<file path="src/rtl/kbd_rx_queue.sv">
module kbd_rx_queue #(
  parameter int DEPTH       = 16,
  parameter int SYNC_STAGES = 2
) (
  input  logic        clk,
  input  logic        rst_n,
  input  logic        ps2_clk_i,
  input  logic        ps2_dat_i,
  input  logic        rd_stb,
  input  logic        rd_word,
  output logic [31:0] rd_data
);
  localparam int AW       = (DEPTH > 1) ? $clog2(DEPTH) : 1;
  localparam int CW       = $clog2(DEPTH + 1);
  localparam int LAST_BIT = 10;

  logic [SYNC_STAGES-1:0] kc_sync, kd_sync;
  logic                   kc_prev;
  logic [3:0]             bit_idx;
  logic [9:0]             shreg;
  logic [7:0]             mem [DEPTH];
  logic [AW-1:0]          wr_ptr, rd_ptr;
  logic [CW-1:0]          count;

  wire kc_s     = kc_sync[SYNC_STAGES-1];
  wire kd_s     = kd_sync[SYNC_STAGES-1];
  wire fall     = kc_prev & ~kc_s;
  wire frame_ok = fall && bit_idx == 4'(LAST_BIT) && !shreg[0] && (^shreg[9:1]) && kd_s;
  wire empty    = (count == '0);
  wire full     = (count == CW'(DEPTH));
  wire push     = frame_ok && !full;
  wire pop      = rd_stb && rd_word && !empty;

  always_ff @(posedge clk) begin
    if (!rst_n) begin
      kc_sync <= '1;
      kd_sync <= '1;
      kc_prev <= 1'b1;
    end else begin
      kc_sync <= {kc_sync[SYNC_STAGES-2:0], ps2_clk_i};
      kd_sync <= {kd_sync[SYNC_STAGES-2:0], ps2_dat_i};
      kc_prev <= kc_s;
    end
  end

  always_ff @(posedge clk) begin
    if (!rst_n) begin
      bit_idx <= '0;
      shreg   <= '0;
    end else if (fall) begin
      if (bit_idx == 4'(LAST_BIT)) begin
        bit_idx <= '0;
      end else begin
        shreg   <= {kd_s, shreg[9:1]};
        bit_idx <= bit_idx + 4'd1;
      end
    end
  end

  always_ff @(posedge clk) begin
    if (push) mem[wr_ptr] <= shreg[8:1];
  end

  always_ff @(posedge clk) begin
    if (!rst_n) begin
      wr_ptr <= '0;
      rd_ptr <= '0;
      count  <= '0;
    end else begin
      if (push) wr_ptr <= (wr_ptr == AW'(DEPTH - 1)) ? '0 : wr_ptr + 1'b1;
      if (pop)  rd_ptr <= (rd_ptr == AW'(DEPTH - 1)) ? '0 : rd_ptr + 1'b1;
      case ({push, pop})
        2'b10:   count <= count + 1'b1;
        2'b01:   count <= count - 1'b1;
        default: count <= count;
      endcase
    end
  end

  assign rd_data = rd_word ? (empty ? 32'h0 : {24'h0, mem[rd_ptr]})
                           : {31'h0, ~empty};

  p_no_overflow_r6: assert property (@(posedge clk) disable iff (!rst_n)
    count <= CW'(DEPTH));

  p_full_drop_r6: assert property (@(posedge clk) disable iff (!rst_n)
    (full && frame_ok && !(rd_stb && rd_word)) |=> full && $stable(wr_ptr));

  p_accept_r2: assert property (@(posedge clk) disable iff (!rst_n)
    (frame_ok && !full && !(rd_stb && rd_word)) |=> count == $past(count) + 1'b1);

  p_empty_read_r8: assert property (@(posedge clk) disable iff (!rst_n)
    (empty && rd_stb && rd_word && !frame_ok) |=> empty && $stable(rd_ptr));

  p_status_nopop_r7: assert property (@(posedge clk) disable iff (!rst_n)
    (rd_stb && !rd_word) |=> $stable(rd_ptr));

  p_both_r9: assert property (@(posedge clk) disable iff (!rst_n)
    (frame_ok && !full && rd_stb && rd_word && !empty) |=> $stable(count));
endmodule

</file>
<file path="config.mk">
export PLATFORM = sky130hd
export DESIGN_NAME = kbd_rx_queue
export DESIGN_NICKNAME = d
export VERILOG_FILES = /design/src/rtl/kbd_rx_queue.sv
export SDC_FILE = /design/constraint.sdc
export NUM_CORES = 1
export LEC_CHECK = 0
export ABC_CLOCK_PERIOD_IN_PS = 4700
export BUFFER_PORTS_ARGS = -buffer_cell sky130_fd_sc_hd__buf_2
export CORE_MARGIN = 5
export CORE_UTILIZATION = 60
export DETAILED_ROUTE_END_ITERATION = 10
export PLACE_DENSITY_LB_ADDON = 0.08
export SYNTH_ARGS = -nofsm -noshare
export SYNTH_HDL_FRONTEND = slang
export SYNTH_SLANG_ARGS = --single-unit
</file>
<file path="constraint.sdc">
create_clock -name clk -period 4.7 [get_ports clk]
set_input_delay 0.94 -clock clk [delete_from_list [all_inputs] [get_ports clk]]
set_output_delay 0.94 -clock clk [all_outputs]
set_load 0.05 [all_outputs]
</file>
==> impl_metrics.toml <==
[detailed_routing]
highest_layer = "met4"
vias = 3596
drtIter0Drc = 356
wl_met1_mm = 5.679
drc_errors = 0
met3_length_um = 924
firstDrtPassIters = 4
wl_mm = 13.85
post_drt_wl_per_cell_um = 23.01
via_per_inst = 5.973
postRouteAntennaNets = 0
route.met2.wl_mm = 7.042

[synthesis]
synth.area.top_cells = "edfxtp_1 55%, dfxtp_1 10%, mux4_2 10%, buf_4 2.9%, mux2i_1 2.9%"
synth-seq-area-share_pct = 65.47
async_flop_share_pct = 0
avgSynthCellArea_um2 = 16.33
yosysWarnings = 0
synth_commonest_cells = "128 x edfxtp_1, 36 x dfxtp_1, 32 x mux4_2"
yosysUniqueCellTypes = 54
synth_top_area_share_pct = 55.13
synth.most_common_cell = "edfxtp_1"
synth_edf_count = 128
ys_ff_latch = 164
synthFlopType = "edfxtp_1"
syn-cell-area_um2 = 6972
synth_cells = 427
synth_top_cell_by_area = "edfxtp_1"

[grt]
overflow = 0
grt_pass1_wl_mm = 20.99
antenna_found_initial = 0
grt_pass1_vias = 3553
grt_max_degree = 32
groute.usage.overall_pct = 20.55

[critical_path]
cp_common_cell = "a211oi_1"
critPathCaptureType = "primary output"
crit_type = "register to primary output"
crit_arrival_ns = 2.81
crit_fanout = 20
slowest_stage = "dfxtp_2"
crit_chain = "buf_4 -> mux4_2 -> nor2b_1 -> a211oi_1 -> a211oi_1 -> buf_2"
critPathRequiredTime_ns = 3.76
max_stage_delay_ns = 0.80
cp-start-kind = "register"

[clock_tree]
clock_path_buffers = 2
hold_buffers = 0
ctsResizeCount = 0
root_buffer = "clkbuf_16"
htreeDepth = 4
cts_buffers = 17
clock-sinks = 164
cts_setup_buffers = 0
insertion_delay_ns = 0.42
clkTransAtPathRegs_ns = 0.06
cts_tree = "done"

[hold_path]
hold_class = "register to register"

[timing]
period_share_pct = 79.76
finalWorstPathRequiredPeriod_ns = 3.749
tightest_slew_ns = 0.9770
setup-tns-final_ns = 0
relSlewSlack_pct = 34.43
clock_skew_ns = 0.009313
hold_viol_final = 0
slew_viol_final = 0
fin_ws_ns = 0.9514
hold_slack_ns = 0.4048
setup_viol_count_final = 0
grt_setup_unrepaired = "no"
fmax_ghz = 0.2668

[cells_and_area]
nNetsFinal = 461
drive_above_1_share_pct = 21.13
utilization_pct = 67.24
syn2layout_area_growth_pct = 10.12
stdcell_count = 602
n_antenna_cell = 0

[floorplanning]
num_rows = 39
die_h_um = 117.8
fp.dieW_um = 117.8
ios = 38
die-area_um2 = 13880
core_area_um2 = 11420
start_util_pct = 61.06

[placement]
pre_cts_slack_ns = 1.027
post-dp-hpwl_mm = 8.343
finalWeightedCongestion = 0.7957
numPortBuffers = 13
dp.cells = 570

[outcome]
status = "complete, no violations"

[power_and_ir_drop]
vdd_drop_max_v = 0.0002587
power_density_nw_per_um2 = 389.7
leakage_uw = 0.002612

[run]
maxCapViolCount = 0
-- flip-flops by register name, summed over array words and instances, names as in the netlist, named ones only --
| signal | flops |
|---|---|
| mem | 128 |
| shreg | 10 |
| count | 5 |
| bit_idx | 4 |
| rd_ptr | 4 |
| wr_ptr | 4 |
| kc_sync | 2 |
| kd_sync | 2 |
| kc_prev | 1 |
-- layer usage --
metal  GRT usage [%]  vias to the layer above
li1                -                     1665
met1           27.67                     1811
met2           33.59                      107
met3           4.421                       13
met4           6.810                        0
met5               0                        -
-- critical path: cells and delay by family, from the launching register on --
family / cells / cell delay (ns)
AO/OA/AOI/OAI: 2 / 0.40
buffers and inverters: 2 / 0.55
flip-flops: 1 / 0.80
multiplexers: 1 / 0.49
AND/OR/NAND/NOR: 1 / 0.14
-- cell usage in the layout, fill, tap and decap left out, types with 2 or more instances in the layout --
| cell | netlist | routed |
|---|---|---|
| nand2_1 | 5 | 5 |
| mux2i_1 | 20 | 20 |
| and3b_1 | 2 | 2 |
| inv_2 | 2 | 2 |
| a21o_1 | 3 | 3 |
| o21a_1 | 5 | 5 |
| clkinv_2 | 0 | 3 |
| clkbuf_8 | 0 | 3 |
| and2_1 | 2 | 2 |
| xor2_1 | 8 | 8 |
| and4b_1 | 5 | 5 |
| dfxtp_1 | 36 | 35 |
| and4bb_1 | 3 | 3 |
| nand2b_1 | 7 | 7 |
| nor2_4 | 2 | 2 |
| edfxtp_1 | 128 | 128 |
| bufinv_16 | 0 | 2 |
| clkbuf_16 | 0 | 17 |
| xnor2_1 | 3 | 3 |
| o21ai_1 | 4 | 4 |
| nor3_1 | 2 | 2 |
| or3_1 | 2 | 2 |
| mux4_2 | 32 | 32 |
| ha_1 | 9 | 9 |
| nand4_1 | 2 | 2 |
| conb_1 | 1 | 24 |
| a211oi_1 | 14 | 14 |
| buf_4 | 27 | 9 |
| nand3_1 | 7 | 7 |
| inv_1 | 7 | 7 |
| nor2b_1 | 8 | 8 |
| clkinvlp_4 | 0 | 3 |
| a21oi_1 | 15 | 15 |
| and4_1 | 9 | 9 |
| nor2_1 | 16 | 16 |
| buf_2 | 4 | 13 |
| o21ai_0 | 4 | 4 |
-- worst paths after layout --
path / start / to / slack [ns] / depth (start not counted)
worst min register to register: kc_sync[0]$_SDFF_PN1_ / kc_sync[1]$_SDFF_PN1_ / 0.40 / 1
worst max-delay path: register / rd_data[5] / 0.95 / 6
worst min-delay path: kc_sync[0]$_SDFF_PN1_ / kc_sync[1]$_SDFF_PN1_ / 0.40 / 1
worst max register to register: shreg[5]$_SDFFE_PN0P_ / count[4]$_SDFFE_PN0P_ / 0.99 / 13
-- power breakdown --
part | internal (uW) | total (uW) | switching (uW)
clock network | 828 | 1380 | 552
logic | 8.78 | 64.2 | 55.4
registers | 1540 | 1550 | 2.75
total | 2380 | 2990 | 610
-- cell families after synthesis --
group | count (synthesis) | share of synthesized area (%)
adder cells (fa/ha/maj) | 9 | 1.615
buffers and inverters | 54 | 4.648
flip-flops | 164 | 65.47
XOR/XNOR | 14 | 2.351
AND/OR/NAND/NOR | 78 | 7.430
other | 1 | 0.05379
AO/OA/AOI/OAI | 54 | 5.061
multiplexers | 53 | 13.37
-- cell type report --
| type | count | area, um2 |
|---|---|---|
| Sequential cell | 164 | 4566 |
| Fill cell | 795 | 3741 |
| Multi-Input combinational cell | 232 | 2170 |
| Clock buffer | 21 | 470.5 |
| Tap cell | 143 | 178.9 |
| Timing Repair Buffer | 22 | 132.6 |
| Clock inverter | 11 | 126.4 |
| Inverter | 9 | 33.78 |
-- stage by stage --
step | instance area (um2) | total power [uW]
after CTS | 7677 | 3010
after global placement | 7081 | 1642
final | 7677 | 2992
after global routing | 7677 | 3083
after floorplan | 7058 | 1650
after detailed placement | 7081 | 1642
Note: power is estimated with default switching activity, not from simulation.
